### config.mk
export PLATFORM = sky130hd
export DESIGN_NAME = sreg_flag_file
export DESIGN_NICKNAME = d
export VERILOG_FILES = /design/src/rtl/sreg_pkg.sv /design/src/rtl/sreg_index_decode.sv /design/src/rtl/sreg_flag_bank.sv /design/src/rtl/sreg_store.sv /design/src/rtl/sreg_pc.sv /design/src/rtl/sreg_flag_file.sv
export SDC_FILE = /design/constraint.sdc
export NUM_CORES = 1
export LEC_CHECK = 0
export BUFFER_PORTS_ARGS = -buffer_cell sky130_fd_sc_hd__buf_2
export CAP_MARGIN = 20
export CORE_MARGIN = 4
export CORE_UTILIZATION = 50
export DETAILED_ROUTE_END_ITERATION = 16
export PLACE_DENSITY = 0.69
export SLEW_MARGIN = 5
export SYNTH_ARGS = -nofsm -noshare
export SYNTH_HDL_FRONTEND = slang
export SYNTH_SLANG_ARGS = --single-unit
### constraint.sdc
create_clock -name clk -period 3.95 [get_ports clk]
set_input_delay 0.395 -clock clk [delete_from_list [all_inputs] [get_ports clk]]
set_output_delay 0.395 -clock clk [all_outputs]
set_load 0.02 [all_outputs]
### src/rtl/sreg_pkg.sv
package sreg_pkg;

    localparam int FLAG_N   = 8;
    localparam int FLG_C    = 0;
    localparam int FLG_V    = 1;
    localparam int FLG_Z    = 2;
    localparam int FLG_N    = 3;
    localparam int FLG_X    = 4;
    localparam int FLG_I    = 5;
    localparam int FLG_U    = 6;
    localparam int FLG_P    = 7;

    localparam int IDX_ZERO_A    = 0;
    localparam int IDX_VERSION   = 1;
    localparam int IDX_ZERO_B    = 4;
    localparam int IDX_CCR       = 5;
    localparam int IDX_ZERO_C    = 8;
    localparam int IDX_CCR_ALIAS = 13;

    typedef enum logic [1:0] {
        SEL_ZERO   = 2'd0,
        SEL_CONST  = 2'd1,
        SEL_PACKED = 2'd2,
        SEL_STORED = 2'd3
    } rd_sel_e;

    typedef enum logic [1:0] {
        WK_DROP  = 2'd0,
        WK_ALIAS = 2'd1,
        WK_PLAIN = 2'd2
    } wr_kind_e;

    function automatic rd_sel_e classify_read(input int idx);
        if (idx == IDX_ZERO_A || idx == IDX_ZERO_B || idx == IDX_ZERO_C)
            return SEL_ZERO;
        else if (idx == IDX_VERSION)
            return SEL_CONST;
        else if (idx == IDX_CCR || idx == IDX_CCR_ALIAS)
            return SEL_PACKED;
        else
            return SEL_STORED;
    endfunction

    function automatic wr_kind_e classify_write(input int idx);
        if (idx == IDX_ZERO_A || idx == IDX_ZERO_B ||
            idx == IDX_ZERO_C || idx == IDX_VERSION)
            return WK_DROP;
        else if (idx == IDX_CCR || idx == IDX_CCR_ALIAS)
            return WK_ALIAS;
        else
            return WK_PLAIN;
    endfunction

endpackage

### src/rtl/sreg_index_decode.sv
module sreg_index_decode
    import sreg_pkg::*;
#(
    parameter int IDX_W = 4
) (
    input  logic [IDX_W-1:0] rd_idx,
    input  logic             wr_en,
    input  logic [IDX_W-1:0] wr_idx,
    output rd_sel_e          rd_sel,
    output wr_kind_e         wr_kind,
    output logic             wr_alias,
    output logic             wr_plain
);

    always_comb begin
        rd_sel  = classify_read(int'(rd_idx));
        wr_kind = wr_en ? classify_write(int'(wr_idx)) : WK_DROP;
    end

    always_comb begin
        wr_alias = 1'b0;
        wr_plain = 1'b0;
        unique case (wr_kind)
            WK_DROP:  ;
            WK_ALIAS: wr_alias = 1'b1;
            WK_PLAIN: wr_plain = 1'b1;
            default:  ;
        endcase
    end

endmodule

### src/rtl/sreg_flag_bank.sv
module sreg_flag_bank #(
    parameter int FLAGS = 8
) (
    input  logic             clk,
    input  logic             rst,
    input  logic             sw_load,
    input  logic [FLAGS-1:0] sw_val,
    input  logic [FLAGS-1:0] ex_we,
    input  logic [FLAGS-1:0] ex_val,
    output logic [FLAGS-1:0] flag_q
);

    for (genvar k = 0; k < FLAGS; k++) begin : g_flag
        logic nxt;
        always_comb begin
            if (sw_load)
                nxt = sw_val[k];
            else if (ex_we[k])
                nxt = ex_val[k];
            else
                nxt = flag_q[k];
        end
        always_ff @(posedge clk) begin
            if (rst)
                flag_q[k] <= 1'b0;
            else
                flag_q[k] <= nxt;
        end
    end

endmodule

### src/rtl/sreg_store.sv
module sreg_store
    import sreg_pkg::*;
#(
    parameter int DATA_W   = 32,
    parameter int NUM_REGS = 16,
    localparam int IDX_W   = $clog2(NUM_REGS)
) (
    input  logic              clk,
    input  logic              rst,
    input  logic              wr_alias,
    input  logic              wr_plain,
    input  logic [IDX_W-1:0]  wr_idx,
    input  logic [DATA_W-1:0] wr_data,
    input  logic [IDX_W-1:0]  rd_idx,
    output logic [DATA_W-1:0] rd_stored,
    output logic [DATA_W-1:0] ccr_word
);

    logic [DATA_W-1:0] slot_q [NUM_REGS];

    for (genvar s = 0; s < NUM_REGS; s++) begin : g_slot
        localparam wr_kind_e KIND = classify_write(s);
        logic hit;
        if (KIND == WK_ALIAS) begin : g_alias
            assign hit = wr_alias;
        end else if (KIND == WK_PLAIN) begin : g_plain
            assign hit = wr_plain && (wr_idx == IDX_W'(s));
        end else begin : g_drop
            assign hit = 1'b0;
        end
        always_ff @(posedge clk) begin
            if (rst)
                slot_q[s] <= '0;
            else if (hit)
                slot_q[s] <= wr_data;
        end
    end

    assign rd_stored = slot_q[rd_idx];
    assign ccr_word  = slot_q[IDX_CCR];

endmodule

### src/rtl/sreg_pc.sv
module sreg_pc #(
    parameter int DATA_W = 32
) (
    input  logic              clk,
    input  logic              rst,
    input  logic              load,
    input  logic [DATA_W-1:0] load_val,
    output logic [DATA_W-1:0] pc_q
);

    localparam logic [DATA_W-1:0] EVEN_MASK = ~DATA_W'(1);

    always_ff @(posedge clk) begin
        if (rst)
            pc_q <= '0;
        else if (load)
            pc_q <= load_val & EVEN_MASK;
    end

endmodule

### src/rtl/sreg_flag_file.sv
module sreg_flag_file
    import sreg_pkg::*;
#(
    parameter int DATA_W     = 32,
    parameter int NUM_REGS   = 16,
    parameter int VERSION_ID = 10,
    localparam int IDX_W     = $clog2(NUM_REGS)
) (
    input  logic              clk,
    input  logic              rst,
    input  logic [IDX_W-1:0]  rd_idx,
    output logic [DATA_W-1:0] rd_data,
    input  logic              wr_en,
    input  logic [IDX_W-1:0]  wr_idx,
    input  logic [DATA_W-1:0] wr_data,
    input  logic [FLAG_N-1:0] exu_flag_we,
    input  logic [FLAG_N-1:0] exu_flag_val,
    output logic [FLAG_N-1:0] flags,
    input  logic              pc_we,
    input  logic [DATA_W-1:0] pc_wdata,
    output logic [DATA_W-1:0] pc
);

    rd_sel_e           rd_sel;
    wr_kind_e          wr_kind;
    logic              wr_alias;
    logic              wr_plain;
    logic [DATA_W-1:0] rd_stored;
    logic [DATA_W-1:0] ccr_word;

    sreg_index_decode #(.IDX_W(IDX_W)) u_dec (
        .rd_idx   (rd_idx),
        .wr_en    (wr_en),
        .wr_idx   (wr_idx),
        .rd_sel   (rd_sel),
        .wr_kind  (wr_kind),
        .wr_alias (wr_alias),
        .wr_plain (wr_plain)
    );

    sreg_flag_bank #(.FLAGS(FLAG_N)) u_flags (
        .clk     (clk),
        .rst     (rst),
        .sw_load (wr_alias),
        .sw_val  (wr_data[FLAG_N-1:0]),
        .ex_we   (exu_flag_we),
        .ex_val  (exu_flag_val),
        .flag_q  (flags)
    );

    sreg_store #(.DATA_W(DATA_W), .NUM_REGS(NUM_REGS)) u_store (
        .clk       (clk),
        .rst       (rst),
        .wr_alias  (wr_alias),
        .wr_plain  (wr_plain),
        .wr_idx    (wr_idx),
        .wr_data   (wr_data),
        .rd_idx    (rd_idx),
        .rd_stored (rd_stored),
        .ccr_word  (ccr_word)
    );

    sreg_pc #(.DATA_W(DATA_W)) u_pc (
        .clk      (clk),
        .rst      (rst),
        .load     (pc_we),
        .load_val (pc_wdata),
        .pc_q     (pc)
    );

    always_comb begin
        rd_data = '0;
        unique case (rd_sel)
            SEL_ZERO:   rd_data = '0;
            SEL_CONST:  rd_data = DATA_W'(VERSION_ID);
            SEL_PACKED: rd_data = {ccr_word[DATA_W-1:FLAG_N], flags};
            SEL_STORED: rd_data = rd_stored;
            default:    rd_data = '0;
        endcase
    end

    logic unused_kind;
    assign unused_kind = ^wr_kind;

endmodule

; ---- Word-level counts from Yosys, hierarchy flattened
; Memories as Yosys holds them, arrays and structs flattened.
; Cells that the tools add are included.
[totals]
output_inout_bits = 72
memories = 1
reg_bits = 39
mem_bits_rw = 512
[classes]
reduce_logical = 28
eq_ne = 25
n_bitwise = 12
muxes = 72
[memory_table]
columns = name, words, width, rd, rd_clocked_by_memory_dff, wr, line_no
row1 = u_store.slot_q, 16, 32, 2, 0, 16, sreg_store.sv:19  ; logic [DATA_W-1:0] slot_q [NUM_REGS];
[ops]
columns = op, n
row1 = 32-bit two-way mux, 12
row2 = 32-bit case mux with 4 select lines, 1
row3 = 1-bit two-way mux, 54
row4 = "4-bit equality test, second input constant", 12
row5 = "4-bit by 2-bit equality test with 1-bit output, second input constant", 4
row6 = "4-bit by 3-bit equality test with 1-bit output, second input constant", 4
row7 = 2-bit nonzero test, 8
row8 = 1-bit bitwise OR, 12
row9 = 1-bit logical AND, 10
row10 = 2-bit two-way mux, 5
row11 = 4-bit zero test, 2
row12 = 1-bit logical OR, 7
row13 = "2-bit equality test, second input constant", 3
row14 = "2-bit by 1-bit equality test with 1-bit output, second input constant", 2
row15 = 2-bit zero test, 1

; ---- Longest topological paths before layout
; Gate-level depths: netlist (run 1).
[depth]
depth_word = 13
mapped_depth = 8
mapped_depth_nobuf = 4

; ---- Modules after synthesis
; From an unflattened synthesis (run 1), not the netlist that was laid out.
[unflattened]
cells_unflattened = 1405
hier_area_um2 = 18714.2
[by_module_without_submodules]
columns = mod, cells_per_inst, n_inst, area_per_inst_um2
row1 = sreg_store, 1184, 1, 16495.8
row2 = sreg_pc, 102, 1, 1141.1
row3 = sreg_flag_file, 73, 1, 600.6
row4 = sreg_flag_bank, 34, 1, 397.9
row5 = sreg_index_decode, 12, 1, 78.8

; ---- Least setup slack after synthesis (run 1)
; Ideal clock, no wire load.
[synth_timing]
path_type = input -> register
startpoint = input wr_idx[2]
endpoint = memory u_store.slot_q[15][0], enable pin
setup_ps = 428
required_ps = 3522
stages = 3
path_buffers = 1
arrival_time_ps = 2431
slack_ps = 1091
path_cell_list = buf_1 > inv_1 > o21bai_1
[synth_rtl]
columns = element, line_no
row1 = start: declaration, sreg_flag_file.sv:14  ; input logic [IDX_W-1:0] wr_idx,
row2 = end: declaration, sreg_store.sv:19

; ---- Worst setup path in the final report (run 1)
[layout_timing]
startpoint = input rd_idx[1]
endpoint = output rd_data[21]
[layout_via]
elab_chain_len = 7
word_cells_on_any_way = 18
cone_classes = eq/ne (8) / mux (4) / reduce/logical (5) / memory (1)
[layout_lines]
columns = element, line_no
row1 = start: declaration, sreg_flag_file.sv:11  ; input logic [IDX_W-1:0] rd_idx,
row2 = 4-bit equality test / 4-bit by 3-bit equality test with 1-bit output (equally long branches), sreg_pkg.sv:38  ; else if (idx == IDX_CCR || idx == IDX_CCR_ALIAS)
row3 = 1-bit logical OR, sreg_pkg.sv:38
row4 = 1-bit two-way mux, sreg_pkg.sv:38
row5 = 2-bit two-way mux, sreg_pkg.sv:36  ; else if (idx == IDX_VERSION)
row6 = 2-bit two-way mux, sreg_pkg.sv:34  ; if (idx == IDX_ZERO_A || idx == IDX_ZERO_B || idx == IDX_ZERO_C)
row7 = "2-bit equality test, or another cell as far along", sreg_flag_file.sv:73  ; unique case (rd_sel)
row8 = 32-bit case mux with 4 select lines (*), sreg_flag_file.sv:73
row9 = end: declaration, sreg_flag_file.sv:12  ; output logic [DATA_W-1:0] rd_data,
; Mark *: on every way between the ends. The rest lies on a longest branch, timed or not.

==> results of run 1 <==
-- cell usage in the layout, fill, tap and decap left out, types with 2 or more instances in the layout --
master	Yosys	layout
a211oi_1	8	8
a21oi_1	9	9
a221oi_1	14	14
a221oi_2	6	6
a22o_1	10	10
a22oi_1	43	43
and2_1	349	349
and2b_1	2	2
buf_12	0	4
buf_2	29	159
buf_4	11	39
bufinv_16	0	4
clkbuf_1	76	10
clkbuf_16	0	41
clkinv_1	0	11
clkinv_2	0	4
dfxtp_1	39	39
diode_2	0	2
edfxtp_1	347	347
inv_1	2	2
inv_6	0	2
mux2_2	38	38
mux2_4	6	6
mux2i_1	63	63
mux4_2	32	32
nand2_1	52	52
nand2b_1	11	10
nand3_1	3	3
nor2_1	55	49
nor2_2	0	3
nor2_4	0	3
nor2b_1	7	6
nor3_4	0	5
o211ai_1	21	21
o21ai_0	10	10
o21bai_4	0	10
o2bb2ai_1	21	21
o31ai_1	10	10
-- worst max-delay path: cells and delay by family --
family / cells / cell delay, ns
buf+inv: 3 / 0.95
simple gates: 1 / 0.65
compound gates: 3 / 0.62
-- per-layer routing --
layer | up-vias | global-route usage [%] | share of wire (%)
li1 | 4994 | - | -
met1 | 5525 | 32.0 | 41
met2 | 526 | 37.9 | 48
met3 | 82 | 4.53 | 8.7
met4 | 2 | 6.24 | 2.2
met5 | - | 0 | 0.029
-- area by class of cell --
type | instances | area [sq um]
antenna | 2 | 5.00
clock buffer | 51 | 1060
clock inverter | 21 | 199
fill | 2805 | 14500
inverter | 2 | 7.51
multi-input combinational | 795 | 6180
sequential | 386 | 11200
tap | 455 | 569
timing repair buffer | 202 | 1170
-- registers in the layout, summed over array words and instances, names as in the netlist --
name / flops
u_flags.flag_q: 8
u_store.slot_q: 347
u_pc.pc_q: 31
-- worst min path at each step --
stage	start	end	slack, ns	cells past startpoint
6_report	pc_wdata[30]	u_pc.pc_q[30]$_SDFFE_PP0P_	0.1	3
3_3_place_gp	u_pc.pc_q[8]$_SDFFE_PP0P_	u_pc.pc_q[8]$_SDFFE_PP0P_	0.47	2
2_1_floorplan	pc_wdata[31]	u_pc.pc_q[31]$_SDFFE_PP0P_	0.54	2
3_5_place_dp	u_pc.pc_q[20]$_SDFFE_PP0P_	u_pc.pc_q[20]$_SDFFE_PP0P_	0.48	2
4_1_cts	pc_wdata[30]	u_pc.pc_q[30]$_SDFFE_PP0P_	0.08	3
5_1_grt	pc_wdata[6]	u_pc.pc_q[6]$_SDFFE_PP0P_	0.1	3
-- metrics by stage --
step	area, sq um	setup slack [ns]	utilization (%)	hold slack (ns)	instances
after floorplan	17800	1.09	-	0.542	1313
after global placement	19100	0.939	54.8	0.467	1840
after detailed placement	19100	0.926	54.8	0.478	1840
after CTS	20400	0.913	58.5	0.0845	1912
after global routing	20400	0.861	58.5	0.0950	1913
final	20400	0.912	58.5	0.0985	1914
-- power by group through the flow --
| stage | clock, mW | sequential, mW | combinational [mW] |
|---|---|---|---|
| floorplan | 0 | 4.86 | 0.545 |
| CTS | 3.74 | 4.76 | 0.903 |
| finish | 3.69 | 4.76 | 0.896 |
| detailed placement | 0 | 4.85 | 0.901 |
| global placement | 0 | 4.83 | 0.886 |
| global route | 3.91 | 4.78 | 0.962 |
-- logic make-up (layout without fill, tap and decap cells) --
logic type | Yosys count | after routing
flops | 386 | 386
simple gates | 489 | 489
mux | 139 | 139
other cells | 1 | 3
buf+inv | 132 | 276
compound gates | 166 | 166
==> impl_metrics.yaml, run 1 <==
status:
  outcome: "finished clean"
worst_setup_path:
  reg2reg_from: "u_flags.flag_q[3]$_SDFFE_PP0P_"
  rrSetupSlack_ns: 3.16
  critical-path-max-stage-delay_ns: 0.65
  path_cells: "buf_4 > and2b_1 > buf_4 > a22o_1 > a221oi_2 > o31ai_1 > buf_2"
  r2r-end: "u_flags.flag_q[3]$_SDFFE_PP0P_"
  cpMaxStageDelayCell: "and2b_1"
  crit_path_frequent_cell: "buf_4"
  r2r_cells: 2
  critPathKind: "input port to output port"
  endpoint_kind: "output port"
  cp_max_fo: 31
  arrival_ns: 2.64
  startpoint_type: "input port"
  required_ns: 3.56
  crit_end: "rd_data[21]"
  startpoint: "rd_idx[1]"
run:
  maxCapViolCount: 0
clocking:
  path_clk_slew_ns: 0.06
  post_cts_resized: 0
  cts_buffers: 40
  clock_latency_ns: 0.52
  h-tree-depth: 2
  cts.sinks: 386
  cts_max_path_buffers: 3
  cts_hold_buf: 0
  ctsRootBufferMaster: "clkbuf_16"
  cts_tree: "done"
  post_cts_buffers: 0
sta:
  hold_viol_final: 0
  clock-skew-final_ns: 0
  worstMarginPinSlew_ns: 1.01
  fmax_ghz: 0.329
  rsz0062_at_grt: "no"
  setup_viol: 0
  final_min_period_over_clock_period_pct: 76.9
  fin_setup_tns_ns: 0
  slew_violations: 0
  relSlewSlack_pct: 32.8
  period_minus_slack_ns: 3.04
global_routing:
  grt_max_degree: 92
  grt_pass1_vias: 11500
  gr-total-overflow: 0
  antenna_found_initial: 3
  grt_pass1_wl_mm: 68.5
  grt_use_total_pct: 23.1
drt:
  drc: 0
  first_iter_violations: 943
  first_pass_iters: 5
  routed_via_density: 5.81
  dr_total_vias: 11100
  ant_nets: 0
  wl_mm: 45.3
  wl_per_cell_microns: 23.7
die:
  die_h_microns: 197
  pin_count: 164
  rows: 68
  core_area_sq_um: 34900
  dieArea_sq_um: 38800
  die_w_microns: 197
  start_util_pct: 51.2
logic_synthesis:
  synth.area.top_cells: "edfxtp_1 (58%), and2_1 (12%), dfxtp_1 (4.4%)"
  syn_area_per_cell_sq_um: 13.6
  ys_ff_latch: 386
  synth_warnings: 0
  synth_largest_area_cell: "edfxtp_1"
  ys_async_sr_fraction_pct: 0
  synthesis.area_sq_um: 17800
  synthMuxAreaShare_pct: 10.5
  syn-instance-count: 1313
  ys_seq_area_share_pct: 62.8
  yosys.area_share.simple_pct: 15.8
  synthAdderAreaFrac_pct: 0
  synth_top_area_share_pct: 58.4
  syn-num-nets: 1405
  synth-xor-area-share_pct: 0
  synth.distinct_cells: 42
  synth-compound-area-share_pct: 7.30
  synth_top_family_by_area: "simple AND/OR/NAND/NOR gates"
  yosysMostFrequentCell: "and2_1"
  yosys_most_used_dff: "edfxtp_1"
  synth_edf_count: 347
  synth_common_cells: "and2_1 (349), edfxtp_1 (347), clkbuf_1 (76)"
power:
  power_mw: 9.35
  internal-power_mw: 7.19
  clockPowerShare_pct: 39.5
  power_per_cell_area_nw_per_um2: 458
  p_leak_nw: 7.65
  p_sw_mw: 2.16
  switching_share_pct: 23.1
  ir_worst_vdd_mv: 0.319
  combinationalPowerShare_pct: 9.6
  p_seq_share_pct: 51.0
worst_hold_path:
  holdCritPathClass: "input port to register"
placed_design:
  globalplace.congestion: 0.766
  port_buffers: 161
  hpwl_mm: 26.2
final_layout:
  drive_above_1_share_pct: 24.7
  finalNetCount: 1519
  area_delta_synth_final_pct: 14.3
(Power assumes the default switching activity.)
==> run 2, diff against run 1 <==
PLACE_DENSITY = 0.72   (was 0.69)
clock period = 2.6 ns   (was 3.95 ns; I/O delays follow)
==> impl_metrics.yaml, run 2 (synthesis results as in run 1) <==
status:
  outcome: "finished clean"
worst_setup_path:
  cp_max_fo: 3
  r2r-end: "u_flags.flag_q[1]$_SDFFE_PP0P_"
  reg2reg_from: "u_flags.flag_q[1]$_SDFFE_PP0P_"
  worst-path-buf-inv: 1
  arrival_ns: 2.10
  critical-path-max-stage-delay_ns: 0.43
  startpoint_type: "register"
  rrSetupSlack_ns: 1.78
  required_ns: 2.34
  endpoint_kind: "output port"
  cp.depth: 5
  startpoint: "u_store.slot_q[13][12]$_SDFFCE_PN0P_"
  path_cells: "mux2_2 > a22o_1 > a221oi_1 > o31ai_1 > buf_2"
  critPathKind: "register to output port"
  crit_end: "rd_data[12]"
  r2r_cells: 2
  cpMaxStageDelayCell: "edfxtp_1"
  cp_top_family: "compound AO/OA/AOI/OAI gates"
final_layout:
  regMostFlops: "u_store.slot_q"
  area_delta_synth_final_pct: 17.9
  finalNetCount: 1572
  largest_reg_flops: 347
  final_cell_mix: "and2_1 (349), edfxtp_1 (347), buf_2 (159), mux2i_1 (63), nand2_1 (52)"
  reg.largest.list: "u_store.slot_q (347), u_pc.pc_q (31), u_flags.flag_q (8)"
  drive_above_1_share_pct: 26.0
  stdcell_area_sq_um: 21000
  mostFrequentLayoutCell: "and2_1"
clocking:
  post_cts_resized: 0
  clock_latency_ns: 0.53
  cts_tree: "done"
  path_clk_slew_ns: 0.06
  h-tree-depth: 2
  ctsRootBufferMaster: "clkbuf_16"
  post_cts_buffers: 0
  cts_buffers: 41
  cts.sinks: 386
  cts_max_path_buffers: 3
placed_design:
  pre_cts_slack_ns: 0.345
  globalplace.congestion: 0.775
  port_buffers: 161
  place_area_sq_um: 19400
  hpwl_mm: 26.7
global_routing:
  grt_pass1_wl_mm: 69.7
  use_met2_pct: 41.3
  use_met1_pct: 29.9
  grt_use_met3_pct: 4.10
  grt_use_total_pct: 23.4
  antenna_found_initial: 2
  grt_pass1_vias: 11900
  grt_max_degree: 57
  gr-total-overflow: 0
  grt.busiest_layer: "met2"
sta:
  clock-skew-final_ns: 0
  hold_viol_final: 0
  fmax_ghz: 0.424
  setup_viol: 0
  slew_violations: 0
  worstMarginPinSlew_ns: 0.881
  relSlewSlack_pct: 41.2
  setup_ws_ns: 0.243
  final_min_period_over_clock_period_pct: 90.7
  period_minus_slack_ns: 2.36
  fin_setup_tns_ns: 0
  rsz0062_at_grt: "no"
drt:
  dr_total_vias: 11400
  first_iter_violations: 934
  routed_via_density: 5.77
  drc: 0
  wl_per_cell_microns: 23.3
  first_pass_iters: 5
  wl_mm: 45.8
  ant_nets: 0
die:
  die_h_microns: 197
  start_util_pct: 51.2
  pin_count: 164
  die_w_microns: 197
  core_area_sq_um: 34900
  dieArea_sq_um: 38800
  rows: 68
run:
  maxCapViolCount: 0
worst_hold_path:
  holdCritPathClass: "input port to register"
power:
  p_leak_nw: 7.97
  ir_worst_vdd_mv: 0.464
  power_per_cell_area_nw_per_um2: 684
[run 2: per-layer routing]
layer	part of all wire [%]	routed length [microns]
met1	39	17900
met2	51	23500
met3	7.0	3210
met4	2.6	1190
met5	0	0
[run 2: report_power, final]
group | switching [mW] | total, mW | internal (mW)
registers | 0.116 | 7.24 | 7.12
logic | 0.861 | 1.44 | 0.575
clock network | 2.36 | 5.72 | 3.36
[run 2: final cells by class]
class	instances	area, sq um
antenna	2	5.00
clock buffer	59	1220
clock inverter	16	111
fill	2673	13800
inverter	2	7.51
multi-input combinational	795	6190
sequential	386	11200
tap	455	569
timing repair buffer	254	1750
[run 2: repair_timing]
item                       CTS  global route
setup endpoints to repair    0             0
hold buffers                31             0
hold endpoints to repair    31             0
[run 2: how the worst min path moves through the flow]
stage / start / endpoint / slack (ns) / cells past startpoint
after floorplan: pc_wdata[31] / u_pc.pc_q[31]$_SDFFE_PP0P_ / 0.41 / 2
after global placement: u_pc.pc_q[28]$_SDFFE_PP0P_ / u_pc.pc_q[28]$_SDFFE_PP0P_ / 0.47 / 2
final: exu_flag_val[3] / u_flags.flag_q[3]$_SDFFE_PP0P_ / 0.06 / 3
after detailed placement: u_pc.pc_q[8]$_SDFFE_PP0P_ / u_pc.pc_q[8]$_SDFFE_PP0P_ / 0.48 / 2
after CTS: exu_flag_val[3] / u_flags.flag_q[3]$_SDFFE_PP0P_ / 0.05 / 3
after global routing: exu_flag_val[3] / u_flags.flag_q[3]$_SDFFE_PP0P_ / 0.08 / 3
[run 2: per-stage QoR]
stage	hold slack (ns)	utilization, %	std cells	power [mW]
after global placement	0.467	55.6	1861	8.72
after CTS	0.0539	60.3	1967	14.5
after detailed placement	0.480	55.6	1861	8.76
after global routing	0.0778	60.3	1969	14.9
after floorplan	0.407	-	1313	8.21
final	0.0615	60.3	1969	14.4
[run 2: worst reg2reg max path: stages, from the launching register on]
cell and delay, ns:
dfxtp_1 0.33, mux2i_1 0.23, a211oi_1 0.11
